[config.mk]
export PLATFORM = sky130hd
export DESIGN_NAME = xlat_walker
export DESIGN_NICKNAME = d
export VERILOG_FILES = /design/src/rtl/xw_pkg.sv /design/src/rtl/xw_entry_dec.sv /design/src/rtl/xw_addr_gen.sv /design/src/rtl/xw_ctrl.sv /design/src/rtl/xlat_walker.sv
export SDC_FILE = /design/constraint.sdc
export NUM_CORES = 1
export LEC_CHECK = 0
export BUFFER_PORTS_ARGS = -buffer_cell sky130_fd_sc_hd__buf_4
export CAP_MARGIN = 5
export CORE_ASPECT_RATIO = 1.1
export CORE_MARGIN = 1
export CORE_UTILIZATION = 49
export DETAILED_ROUTE_END_ITERATION = 6
export GPL_TIMING_DRIVEN = 0
export PLACE_DENSITY = 0.77
export SLEW_MARGIN = 30
export SYNTH_ARGS = -nofsm -noshare
export SYNTH_HDL_FRONTEND = slang
export SYNTH_HIERARCHICAL = 1
export SYNTH_SLANG_ARGS = --single-unit
[constraint.sdc]
create_clock -name clk -period 1.7 [get_ports clk]
set_clock_uncertainty 0.05 [all_clocks]
set_input_delay 0.085 -clock clk [delete_from_list [all_inputs] [get_ports clk]]
set_output_delay 0.085 -clock clk [all_outputs]
set_load 0.03 [all_outputs]
[src/rtl/xw_pkg.sv]
package xw_pkg;

  typedef enum logic [1:0] {
    ST_IDLE = 2'd0,
    ST_DIR  = 2'd1,
    ST_TBL  = 2'd2,
    ST_RESP = 2'd3
  } walk_st_e;

  // entry bit positions that the walk decodes
  localparam int unsigned PRESENT_BIT = 0;
  localparam int unsigned SIZE_BIT    = 7;
  localparam int unsigned EXT_LSB     = 13;

endpackage

[src/rtl/xw_entry_dec.sv]
module xw_entry_dec
  import xw_pkg::*;
#(
  parameter int unsigned ENT_W       = 32,
  parameter int unsigned PG_OFF_W    = 12,
  parameter int unsigned LP_OFF_W    = 22,
  parameter int unsigned EXT_W       = 4,
  parameter bit          LARGE_PAGES = 1'b1
) (
  input  logic [ENT_W-1:0]          entry,
  output logic                      present,
  output logic                      is_large,
  output logic [EXT_W-1:0]          ext_bits,
  output logic [ENT_W-LP_OFF_W-1:0] lp_base,
  output logic [ENT_W-PG_OFF_W-1:0] frame
);

  localparam int unsigned FRAME_W = ENT_W - PG_OFF_W;
  localparam int unsigned LPB_W   = ENT_W - LP_OFF_W;

  logic unused_entry_bits;
  assign unused_entry_bits = ^entry;

  assign present = entry[PRESENT_BIT];
  assign frame   = entry[ENT_W-1 -: FRAME_W];

  generate
    if (LARGE_PAGES) begin : g_large
      assign is_large = entry[SIZE_BIT];
      assign ext_bits = entry[EXT_LSB +: EXT_W];
      assign lp_base  = entry[ENT_W-1 -: LPB_W];
    end else begin : g_small_only
      assign is_large = 1'b0;
      assign ext_bits = '0;
      assign lp_base  = '0;
    end
  endgenerate

endmodule

[src/rtl/xw_addr_gen.sv]
module xw_addr_gen #(
  parameter int unsigned LIN_W    = 32,
  parameter int unsigned ENT_W    = 32,
  parameter int unsigned PA_W     = 36,
  parameter int unsigned PG_OFF_W = 12,
  parameter int unsigned IDX_W    = 10
) (
  input  logic [LIN_W-1:0]                     lin,
  input  logic [LIN_W-1:0]                     dir_base,
  input  logic [ENT_W-PG_OFF_W-1:0]            pde_frame,
  input  logic                                 tbl_sel,
  input  logic [PA_W-LIN_W-1:0]                ext_bits,
  input  logic [ENT_W-PG_OFF_W-IDX_W-1:0]      lp_base,
  input  logic [ENT_W-PG_OFF_W-1:0]            pte_frame,
  output logic [LIN_W-1:0]                     rd_addr,
  output logic [PA_W-1:0]                      pa_large,
  output logic [PA_W-1:0]                      pa_small
);

  localparam int unsigned LP_OFF_W = PG_OFF_W + IDX_W;
  localparam int unsigned EXT_W    = PA_W - LIN_W;
  localparam int unsigned FRAME_W  = ENT_W - PG_OFF_W;
  localparam int unsigned SLOT_W   = LIN_W - FRAME_W - IDX_W;

  logic [LIN_W-1:0] dir_addr;
  logic [LIN_W-1:0] tbl_addr;
  logic             unused_base_low;

  assign unused_base_low = ^dir_base[PG_OFF_W-1:0];

  assign dir_addr = {dir_base[LIN_W-1:PG_OFF_W], lin[LIN_W-1:LP_OFF_W], {SLOT_W{1'b0}}};
  assign tbl_addr = {pde_frame, lin[LP_OFF_W-1:PG_OFF_W], {SLOT_W{1'b0}}};
  assign rd_addr  = tbl_sel ? tbl_addr : dir_addr;

  assign pa_large = {ext_bits, lp_base, lin[LP_OFF_W-1:0]};
  assign pa_small = {{EXT_W{1'b0}}, pte_frame, lin[PG_OFF_W-1:0]};

endmodule

[src/rtl/xw_ctrl.sv]
module xw_ctrl
  import xw_pkg::*;
(
  input  logic     clk,
  input  logic     rst_n,
  input  logic     req_valid,
  input  logic     mem_rsp_valid,
  input  logic     ent_present,
  input  logic     ent_large,
  input  logic     large_mode,
  output walk_st_e state_q,
  output logic     req_take,
  output logic     pde_take,
  output logic     res_take,
  output logic     res_fault,
  output logic     res_large
);

  walk_st_e state_d;

  always_comb begin
    state_d   = state_q;
    req_take  = 1'b0;
    pde_take  = 1'b0;
    res_take  = 1'b0;
    res_fault = 1'b0;
    res_large = 1'b0;
    unique case (state_q)
      ST_IDLE: begin
        if (req_valid) begin
          req_take = 1'b1;
          state_d  = ST_DIR;
        end
      end
      ST_DIR: begin
        if (mem_rsp_valid) begin
          if (!ent_present) begin
            res_take  = 1'b1;
            res_fault = 1'b1;
            state_d   = ST_RESP;
          end else if (large_mode && ent_large) begin
            res_take  = 1'b1;
            res_large = 1'b1;
            state_d   = ST_RESP;
          end else begin
            pde_take = 1'b1;
            state_d  = ST_TBL;
          end
        end
      end
      ST_TBL: begin
        if (mem_rsp_valid) begin
          res_take  = 1'b1;
          res_fault = !ent_present;
          state_d   = ST_RESP;
        end
      end
      ST_RESP: state_d = ST_IDLE;
      default: state_d = ST_IDLE;
    endcase
  end

  always_ff @(posedge clk or negedge rst_n) begin
    if (!rst_n) state_q <= ST_IDLE;
    else        state_q <= state_d;
  end

  // the end-of-walk state lasts one cycle
  p_resp_one_cycle_r9: assert property (@(posedge clk) disable iff (!rst_n)
    (state_q == ST_RESP) |=> (state_q == ST_IDLE));

  // a walk state is left only on a response
  p_wait_for_rsp_r11: assert property (@(posedge clk) disable iff (!rst_n)
    ((state_q == ST_DIR || state_q == ST_TBL) && !mem_rsp_valid) |=> $stable(state_q));

endmodule

[src/rtl/xlat_walker.sv]
module xlat_walker
  import xw_pkg::*;
#(
  parameter int unsigned LIN_W       = 32,
  parameter int unsigned ENT_W       = 32,
  parameter int unsigned PA_W        = 36,
  parameter int unsigned PG_OFF_W    = 12,
  parameter int unsigned IDX_W       = 10,
  parameter bit          LARGE_PAGES = 1'b1
) (
  input  logic             clk,
  input  logic             rst_n,
  input  logic             req_valid,
  input  logic [LIN_W-1:0] req_lin,
  input  logic [LIN_W-1:0] req_dir_base,
  input  logic             req_lpg_en,
  input  logic             req_ext3_en,
  output logic             req_ready,
  output logic             mem_rd_valid,
  output logic [LIN_W-1:0] mem_rd_addr,
  input  logic             mem_rsp_valid,
  input  logic [ENT_W-1:0] mem_rsp_data,
  output logic             xl_done,
  output logic             xl_fault,
  output logic [PA_W-1:0]  xl_pa
);

  localparam int unsigned LP_OFF_W = PG_OFF_W + IDX_W;
  localparam int unsigned EXT_W    = PA_W - LIN_W;
  localparam int unsigned FRAME_W  = ENT_W - PG_OFF_W;
  localparam int unsigned LPB_W    = ENT_W - LP_OFF_W;

  walk_st_e state_q;
  logic     req_take, pde_take, res_take, res_fault, res_large;

  logic [LIN_W-1:0]   lin_q;
  logic [LIN_W-1:0]   base_q;
  logic               large_mode_q;
  logic [FRAME_W-1:0] pde_frame_q;
  logic [PA_W-1:0]    pa_q;
  logic               fault_q;

  logic               ent_present, ent_large;
  logic [EXT_W-1:0]   ent_ext;
  logic [LPB_W-1:0]   ent_lp_base;
  logic [FRAME_W-1:0] ent_frame;
  logic [PA_W-1:0]    pa_large, pa_small, pa_d;

  xw_ctrl u_ctrl (
    .clk           (clk),
    .rst_n         (rst_n),
    .req_valid     (req_valid),
    .mem_rsp_valid (mem_rsp_valid),
    .ent_present   (ent_present),
    .ent_large     (ent_large),
    .large_mode    (large_mode_q),
    .state_q       (state_q),
    .req_take      (req_take),
    .pde_take      (pde_take),
    .res_take      (res_take),
    .res_fault     (res_fault),
    .res_large     (res_large)
  );

  xw_entry_dec #(
    .ENT_W       (ENT_W),
    .PG_OFF_W    (PG_OFF_W),
    .LP_OFF_W    (LP_OFF_W),
    .EXT_W       (EXT_W),
    .LARGE_PAGES (LARGE_PAGES)
  ) u_dec (
    .entry    (mem_rsp_data),
    .present  (ent_present),
    .is_large (ent_large),
    .ext_bits (ent_ext),
    .lp_base  (ent_lp_base),
    .frame    (ent_frame)
  );

  xw_addr_gen #(
    .LIN_W    (LIN_W),
    .ENT_W    (ENT_W),
    .PA_W     (PA_W),
    .PG_OFF_W (PG_OFF_W),
    .IDX_W    (IDX_W)
  ) u_agen (
    .lin       (lin_q),
    .dir_base  (base_q),
    .pde_frame (pde_frame_q),
    .tbl_sel   (state_q == ST_TBL),
    .ext_bits  (ent_ext),
    .lp_base   (ent_lp_base),
    .pte_frame (ent_frame),
    .rd_addr   (mem_rd_addr),
    .pa_large  (pa_large),
    .pa_small  (pa_small)
  );

  // request capture
  always_ff @(posedge clk or negedge rst_n) begin
    if (!rst_n) begin
      lin_q        <= '0;
      base_q       <= '0;
      large_mode_q <= 1'b0;
    end else if (req_take) begin
      lin_q        <= req_lin;
      base_q       <= req_dir_base;
      large_mode_q <= req_lpg_en && !req_ext3_en;
    end
  end

  // directory entry frame for the second read
  always_ff @(posedge clk or negedge rst_n) begin
    if (!rst_n)        pde_frame_q <= '0;
    else if (pde_take) pde_frame_q <= ent_frame;
  end

  // result
  always_comb begin
    if (res_fault)      pa_d = '0;
    else if (res_large) pa_d = pa_large;
    else                pa_d = pa_small;
  end

  always_ff @(posedge clk or negedge rst_n) begin
    if (!rst_n) begin
      pa_q    <= '0;
      fault_q <= 1'b0;
    end else if (res_take) begin
      pa_q    <= pa_d;
      fault_q <= res_fault;
    end
  end

  assign req_ready    = (state_q == ST_IDLE);
  assign mem_rd_valid = (state_q == ST_DIR) || (state_q == ST_TBL);
  assign xl_done      = (state_q == ST_RESP);
  assign xl_fault     = xl_done && fault_q;
  assign xl_pa        = xl_done ? pa_q : '0;

  // an outstanding read keeps its address until answered
  p_addr_stable_r11: assert property (@(posedge clk) disable iff (!rst_n)
    (mem_rd_valid && !mem_rsp_valid) |=> (mem_rd_valid && $stable(mem_rd_addr)));

  // done is a single-cycle strobe
  p_done_pulse_r9: assert property (@(posedge clk) disable iff (!rst_n)
    xl_done |=> !xl_done);

  // fault only with done, and a faulted result carries no address
  p_fault_with_done_r9: assert property (@(posedge clk) disable iff (!rst_n)
    xl_fault |-> (xl_done && xl_pa == '0));

  // no read while idle
  p_idle_no_read_r10: assert property (@(posedge clk) disable iff (!rst_n)
    req_ready |-> !mem_rd_valid);

  // without the large-page path the result stays below 4GB
  p_small_below_4g_r8: assert property (@(posedge clk) disable iff (!rst_n)
    (xl_done && !large_mode_q) |-> (xl_pa[PA_W-1:LIN_W] == '0));

  // a walk always begins with the directory read
  p_dir_first_r2: assert property (@(posedge clk) disable iff (!rst_n)
    (req_ready && req_valid) |=> (mem_rd_valid &&
      mem_rd_addr[LIN_W-1:PG_OFF_W] == {$past(req_dir_base[LIN_W-1:LP_OFF_W]),
                                        $past(req_dir_base[LP_OFF_W-1:PG_OFF_W])}));

endmodule

==> results of run 1 <==
[state kept, by name (all words and copies together) (netlist names)]
name / count
base_q: 20
fault_q: 1
large_mode_q: 1
lin_q: 32
pa_q: 36
pde_frame_q: 20
u_ctrl/state_q: 2
[through the flow]
| step | setup WS, ps | instance area (µm²) | TNS [ps] | utilization, % |
|---|---|---|---|---|
| floorplan | 0.670 | 6470 | 0 | - |
| global placement | -276 | 7620 | -16760 | 60.0 |
| detailed placement | -344 | 7630 | -20830 | 60.1 |
| CTS | -185 | 9720 | -10090 | 76.6 |
| global route | -237 | 9860 | -19920 | 77.6 |
| finish | -188 | 9860 | -11330 | 77.6 |
[final cells by class]
type / instances / area [µm²] / area share, %
tap: 157 / 196 / 1.99
clock buffer: 10 / 239 / 2.42
clock inverter: 5 / 33.8 / 0.343
sequential: 112 / 2810 / 28.5
buffer: 137 / 1260 / 12.8
timing repair buffer: 233 / 2350 / 23.9
inverter: 41 / 156 / 1.59
multi-input combinational: 245 / 2810 / 28.5
[worst max-delay path, cell delays in order (launching register included)]
cell and delay [ps]:
sky130_fd_sc_hd__dfrtp_2 440, sky130_fd_sc_hd__inv_2 90, sky130_fd_sc_hd__ha_4 230, sky130_fd_sc_hd__buf_12 180
sky130_fd_sc_hd__mux2_4 320, sky130_fd_sc_hd__buf_6 140
[power by group through the flow]
stage / clock network [W] / registers (W) / logic [W]
2_1_floorplan: 0 / 0.00460 / 0.00657
3_3_place_gp: 0 / 0.00481 / 0.00853
3_5_place_dp: 0 / 0.00491 / 0.00871
4_1_cts: 0.00206 / 0.00489 / 0.0112
5_1_grt: 0.00215 / 0.00510 / 0.0123
6_report: 0.00201 / 0.00495 / 0.0117
[worst max path at each step]
stage / start / endpoint / slack, ps / cells past startpoint
floorplan: u_ctrl/state_q[1] / pa_q[10] / 0.7 / 8
CTS: u_ctrl/state_q[0] / mem_rd_addr[11] / -180 / 5
finish: u_ctrl/state_q[0] / mem_rd_addr[24] / -190 / 5
global placement: u_ctrl/state_q[1] / pa_q[21] / -280 / 8
global route: u_ctrl/state_q[0] / mem_rd_addr[24] / -240 / 5
detailed placement: u_ctrl/state_q[1] / pa_q[15] / -340 / 8
[routing by layer]
layer	track usage (%)	wire, µm	vias to the layer above
met5	0	0	-
met4	9.29	435	0
met3	6.37	855	32
met2	48.6	9500	136
met1	29.2	6840	2338
li1	-	-	2160
[what timing repair did]
action | CTS | global route
cloned | 11 | 0
pin swaps | 3 | 4
resized for setup | 201 | 45
setup endpoints to repair | 174 | 176
endpoints found under the hold margin | 185 | 0
buffers inserted | 17 | 8
hold buffers | 75 | 0
==> flow_summary.json, run 1 <==
{
  "status": "finished, violations left",
  "failing_checks": "DRC, setup timing",
  "p_switching_w": 0.00695,
  "p_int_w": 0.0117,
  "cellLeakagePower_nw": 4.72,
  "synthesis.yosys.warnings": 6,
  "final_cells": 940,
  "critPathCaptureType": "output port",
  "core.rowCount": 43,
  "cts_tree": "yes",
  "gr-usage-all-layers_pct": 26.2,
  "grt_start_max_net_pins": 113,
  "drcViolationCount": 14,
  "totalPowerFinal_w": 0.0187,
  "min_period_ps": 1890,
  "placedCellCount": 819,
  "syn_area_um2": 6450,
  "hold_class": "in -> reg",
  "htree_num_levels": 3,
  "relative_contribution_of_the_clock_network_to_total_power_pct": 10.8,
  "fill_count": 753,
  "fmax_ghz": 0.530,
  "drive_gt1_share_pct": 62.2,
  "worst_slew_margin_rel_pct": 43.5,
  "antenna_left": 0,
  "drt-initial-drc-count": 159,
  "route.vias.total": 4666,
  "first_pass_grt_wire_length_mm": 26.8,
  "core_area_um2": 12700,
  "most-common-layout-cells": "sky130_fd_sc_hd__buf_4 (178), sky130_fd_sc_hd__dfrtp_1 (110), sky130_fd_sc_hd__buf_6 (84)",
  "drv_slew": 0,
  "cts_made_buffers": 9,
  "grt_antenna_before_repair": 0,
  "firstDrtPassIters": 6,
  "clk_pin_slew_ps": 70,
  "route.detailed.vias_per_inst": 4.96,
  "seq_power_share_pct": 26.5,
  "p_sw_share_pct": 37.2,
  "dieArea_um2": 13600,
  "synthCells": 530,
  "worstReg2RegEnd": "pa_q[22]",
  "hold_ws_ps": 39.8,
  "final_number_of_setup_violating_endpoints": 162,
  "clock_path_buffers": 2,
  "timing.final.ws_setup_ps": -188,
  "worst_reg2reg_startpoint": "u_ctrl/state_q[1]",
  "tritoncts_num_sinks": 112,
  "min_delay_startpoint": "mem_rsp_data[30]",
  "finalHoldViolations": 0,
  "die_height_um": 122,
  "finalNetCount": 889,
  "globalRouteOverflowTotal": 0,
  "number_of_global_route_vias_before_repair": 5141,
  "required_ps": 1560,
  "design.portCount": 174,
  "n_antenna_cell": 0,
  "worst-r2r-cell-count": 8,
  "clock_root_buffer": "sky130_fd_sc_hd__clkbuf_16",
  "final_cycle_utilization_of_the_critical_path_pct": 111,
  "flow.area_growth_from_synthesis_pct": 52.9,
  "tightestPinTransition_ps": 847,
  "vdd.ir_drop.worst_v": 0.00130,
  "layout.cells.most_common": "sky130_fd_sc_hd__buf_4",
  "worst-path-max-fanout": 10,
  "pwr_density_cell_nw_per_um2": 1890,
  "place_congestion": 0.720,
  "worst-r2r-setup-slack_ps": -150,
  "port_buffers": 127,
  "rsz_0062_raised_after_global_routing": "yes",
  "detail_route.wl_per_cell_um": 18.8,
  "chipWidth_um": 111,
  "setup.worst_path.start_class": "flip-flop",
  "syn_area_per_cell_um2": 12.2,
  "max_capacitance_violation_count": 0,
  "holdPathStages": 4,
  "comb_power_share_pct": 62.7,
  "worst_hold_path.endpoint": "pa_q[30]",
  "clock_insertion_delay_worst_skew_ps": 360,
  "floorplan.initialDensity_pct": 50.8,
  "critical_path_class": "reg -> out",
  "hpwlAfterDp_mm": 10.0,
  "wirelength_mm": 17.6,
  "timing.critical_path.arrival_ps": 1750
}
Note: power is estimated with default switching activity, not from simulation.
==> run 2, diff against run 1 <==
--- a/config.mk
+++ b/config.mk
@@ -5,14 +5,14 @@
 export SDC_FILE = /design/constraint.sdc
 export NUM_CORES = 1
 export LEC_CHECK = 0
-export BUFFER_PORTS_ARGS = -buffer_cell sky130_fd_sc_hd__buf_4
 export CAP_MARGIN = 5
 export CORE_ASPECT_RATIO = 1.1
 export CORE_MARGIN = 1
-export CORE_UTILIZATION = 49
+export CORE_UTILIZATION = 58
 export DETAILED_ROUTE_END_ITERATION = 6
+export DONT_BUFFER_PORTS = 1
 export GPL_TIMING_DRIVEN = 0
-export PLACE_DENSITY = 0.77
+export PLACE_DENSITY = 0.76
 export SLEW_MARGIN = 30
 export SYNTH_ARGS = -nofsm -noshare
 export SYNTH_HDL_FRONTEND = slang
==> run 2 against run 1 <==
Against the previous run: maximum frequency grew 3.7%; the run ends with hold timing, setup timing left; total power shrank 12%; design area shrank 12%; largest power group unchanged; worst setup slack gained 68 ps; sequential share of layout area grew 3.8 points; via count shrank 12%; wire length shrank 12%; combinational power shrank 19%; largest cell class is now multi-input gates.
==> flow_summary.json, run 2 (synthesis gave the netlist of run 1 again) <==
{
  "clk_pin_slew_ps": 70,
  "final_cells": 797,
  "place_congestion": 0.818,
  "final_number_of_setup_violating_endpoints": 86,
  "max_reg_flops": 36,
  "first_pass_grt_wire_length_mm": 23.1,
  "finalNetCount": 755,
  "fmax_ghz": 0.549,
  "antenna_left": 0,
  "core.rowCount": 40,
  "dieArea_um2": 11500,
  "critical_path_class": "reg -> reg",
  "post_cts_hold_buffer_count": 74,
  "floorplan.initialDensity_pct": 59.4,
  "drive_gt1_share_pct": 58.2,
  "worst-path-max-fanout": 6,
  "most-common-layout-cells": "sky130_fd_sc_hd__buf_4 (125), sky130_fd_sc_hd__dfrtp_1 (110), sky130_fd_sc_hd__dlygate4sd3_1 (74)",
  "number_of_global_route_vias_before_repair": 4398,
  "final_cycle_utilization_of_the_critical_path_pct": 107,
  "chipWidth_um": 103,
  "worstReg2RegEnd": "pa_q[14]",
  "timing.critical_path.mode_cell": "sky130_fd_sc_hd__buf_12",
  "layout.cells.most_common": "sky130_fd_sc_hd__buf_4",
  "die_height_um": 113,
  "critPathCaptureType": "flip-flop",
  "worst_path_largest_cell_delay_ps": 460,
  "htree_num_levels": 3,
  "largest_registers": "pa_q x36, lin_q x32",
  "route.detailed.vias_per_inst": 5.15,
  "worst-r2r-cell-count": 9,
  "cell_breakdown_of_the_critical_path": "buf_6 > ha_4 > nand3_4 > nor2_4 > buf_8 > buf_12 > buf_12 > mux2i_2 > o22ai_2",
  "clock_insertion_delay_worst_skew_ps": 340,
  "failing_checks": "hold timing, setup timing",
  "finalHoldViolations": 112,
  "timing.critical_path.arrival_ps": 2000,
  "drt-initial-drc-count": 107,
  "register_containing_the_most_flip_flops_in_the_final_layout": "pa_q",
  "pwr_density_cell_nw_per_um2": 1890,
  "worst_path_dominant_cell_family": "buffers and inverters",
  "grt_antenna_before_repair": 0,
  "min_period_ps": 1820,
  "route.vias.total": 4104,
  "critPathBufInv": 4,
  "max_capacitance_violation_count": 0,
  "rsz_0062_raised_after_global_routing": "yes",
  "timing.final.ws_setup_ps": -120,
  "drv_slew": 0,
  "clock_root_buffer": "sky130_fd_sc_hd__clkbuf_16",
  "n_antenna_cell": 0,
  "core_area_um2": 10900,
  "hold_class": "in -> async",
  "cts_made_buffers": 9,
  "design.portCount": 174,
  "hold_ws_ps": -618,
  "hpwlAfterDp_mm": 9.01,
  "flow.area_growth_from_synthesis_pct": 34.8,
  "dpl_cell_area_um2": 6660,
  "wirelength_mm": 15.6,
  "placedCellCount": 682,
  "gr-usage-all-layers_pct": 26.8,
  "detail_route.wl_per_cell_um": 19.6,
  "design_area_um2": 8700,
  "globalRouteOverflowTotal": 0,
  "port_buffers": 0,
  "cellLeakagePower_nw": 3.97,
  "status": "finished, violations left",
  "firstDrtPassIters": 4,
  "tritoncts_num_sinks": 112,
  "required_ps": 1880,
  "timing.critical_path.slowest_stage_cell": "sky130_fd_sc_hd__dfrtp_2",
  "grt_start_max_net_pins": 113,
  "setup.worst_path.start_class": "flip-flop",
  "worst-r2r-setup-slack_ps": -120,
  "drcViolationCount": 0,
  "clock_path_buffers": 2,
  "vdd.ir_drop.worst_v": 0.00129,
  "cts_tree": "yes",
  "worst_reg2reg_startpoint": "u_ctrl/state_q[0]"
}
==> run 2: cell count changes in the layout (fill, tap and decap cells not counted), moves of 2 or more <==
cell	before	now
sky130_fd_sc_hd__buf_8	14	4
sky130_fd_sc_hd__buf_4	178	125
sky130_fd_sc_hd__mux2_2	23	35
sky130_fd_sc_hd__mux2_4	81	69
sky130_fd_sc_hd__buf_6	84	11
sky130_fd_sc_hd__o22ai_1	27	9
sky130_fd_sc_hd__o22ai_2	9	27
sky130_fd_sc_hd__buf_16	1	3
sky130_fd_sc_hd__mux2i_1	27	21
sky130_fd_sc_hd__mux2i_4	0	6
==> run 2: how the worst max path moves through the flow <==
stage                                 start         endpoint  slack, ps  cells past startpoint
after floorplan           u_ctrl/state_q[1]         pa_q[10]        0.7                      8
after global routing      u_ctrl/state_q[0]         pa_q[22]       -200                      9
after detailed placement  u_ctrl/state_q[1]  pde_frame_q[13]       -350                      6
after CTS                 u_ctrl/state_q[0]         pa_q[33]       -110                      9
final                     u_ctrl/state_q[0]         pa_q[14]       -120                      9
after global placement    u_ctrl/state_q[1]         pa_q[21]       -300                      8
==> run 2: metal layers <==
metal	track usage, %	part of all wire, %	up-vias	routed length (µm)
met2	47.0	55	120	8570
met1	31.7	38	2073	5970
met4	8.76	1.6	0	250
met3	6.41	5.1	19	802
li1	-	-	1892	-
met5	0	0	-	0
==> run 2: cell type report <==
type                            instances  area (µm²)
Timing Repair Buffer                  103        1100
Fill cell                             634        2160
Clock buffer                           11         243
Inverter                               41         159
Multi-Input combinational cell        245        2970
Sequential cell                       112        2810
Clock inverter                          5        32.5
Buffer                                133        1210
Tap cell                              147         184
==> run 2: repair_timing <==
action / in CTS / in global routing
resized for setup: 108 / 119
buffers inserted: 17 / 10
setup endpoints to repair: 162 / 162
hold endpoints to repair: 185 / 112
gates cloned: 4 / 1
pin swaps: 6 / 19
==> run 2: metrics by stage <==
step | hold WS, ps | setup TNS (ps) | power [W] | util, % | setup slack, ps
6_report | -618 | -5690 | 0.0164 | 80.1 | -120
5_1_grt | -638 | -11270 | 0.0172 | 80.1 | -198
4_1_cts | -629 | -8200 | 0.0154 | 76.5 | -110
3_5_place_dp | -259 | -21950 | 0.0123 | 61.3 | -350
3_3_place_gp | -259 | -19270 | 0.0120 | 61.3 | -297
2_1_floorplan | -261 | 0 | 0.0112 | - | 0.670
==> run 2: power breakdown <==
part	total (W)	leakage, nW	internal [W]	switching, W
logic	0.00951	2.50	0.00495	0.00456
clock network	0.00199	0.128	0.00103	0.000961
registers	0.00493	1.35	0.00402	0.000914
total	0.0164	3.97	0.0100	0.00643
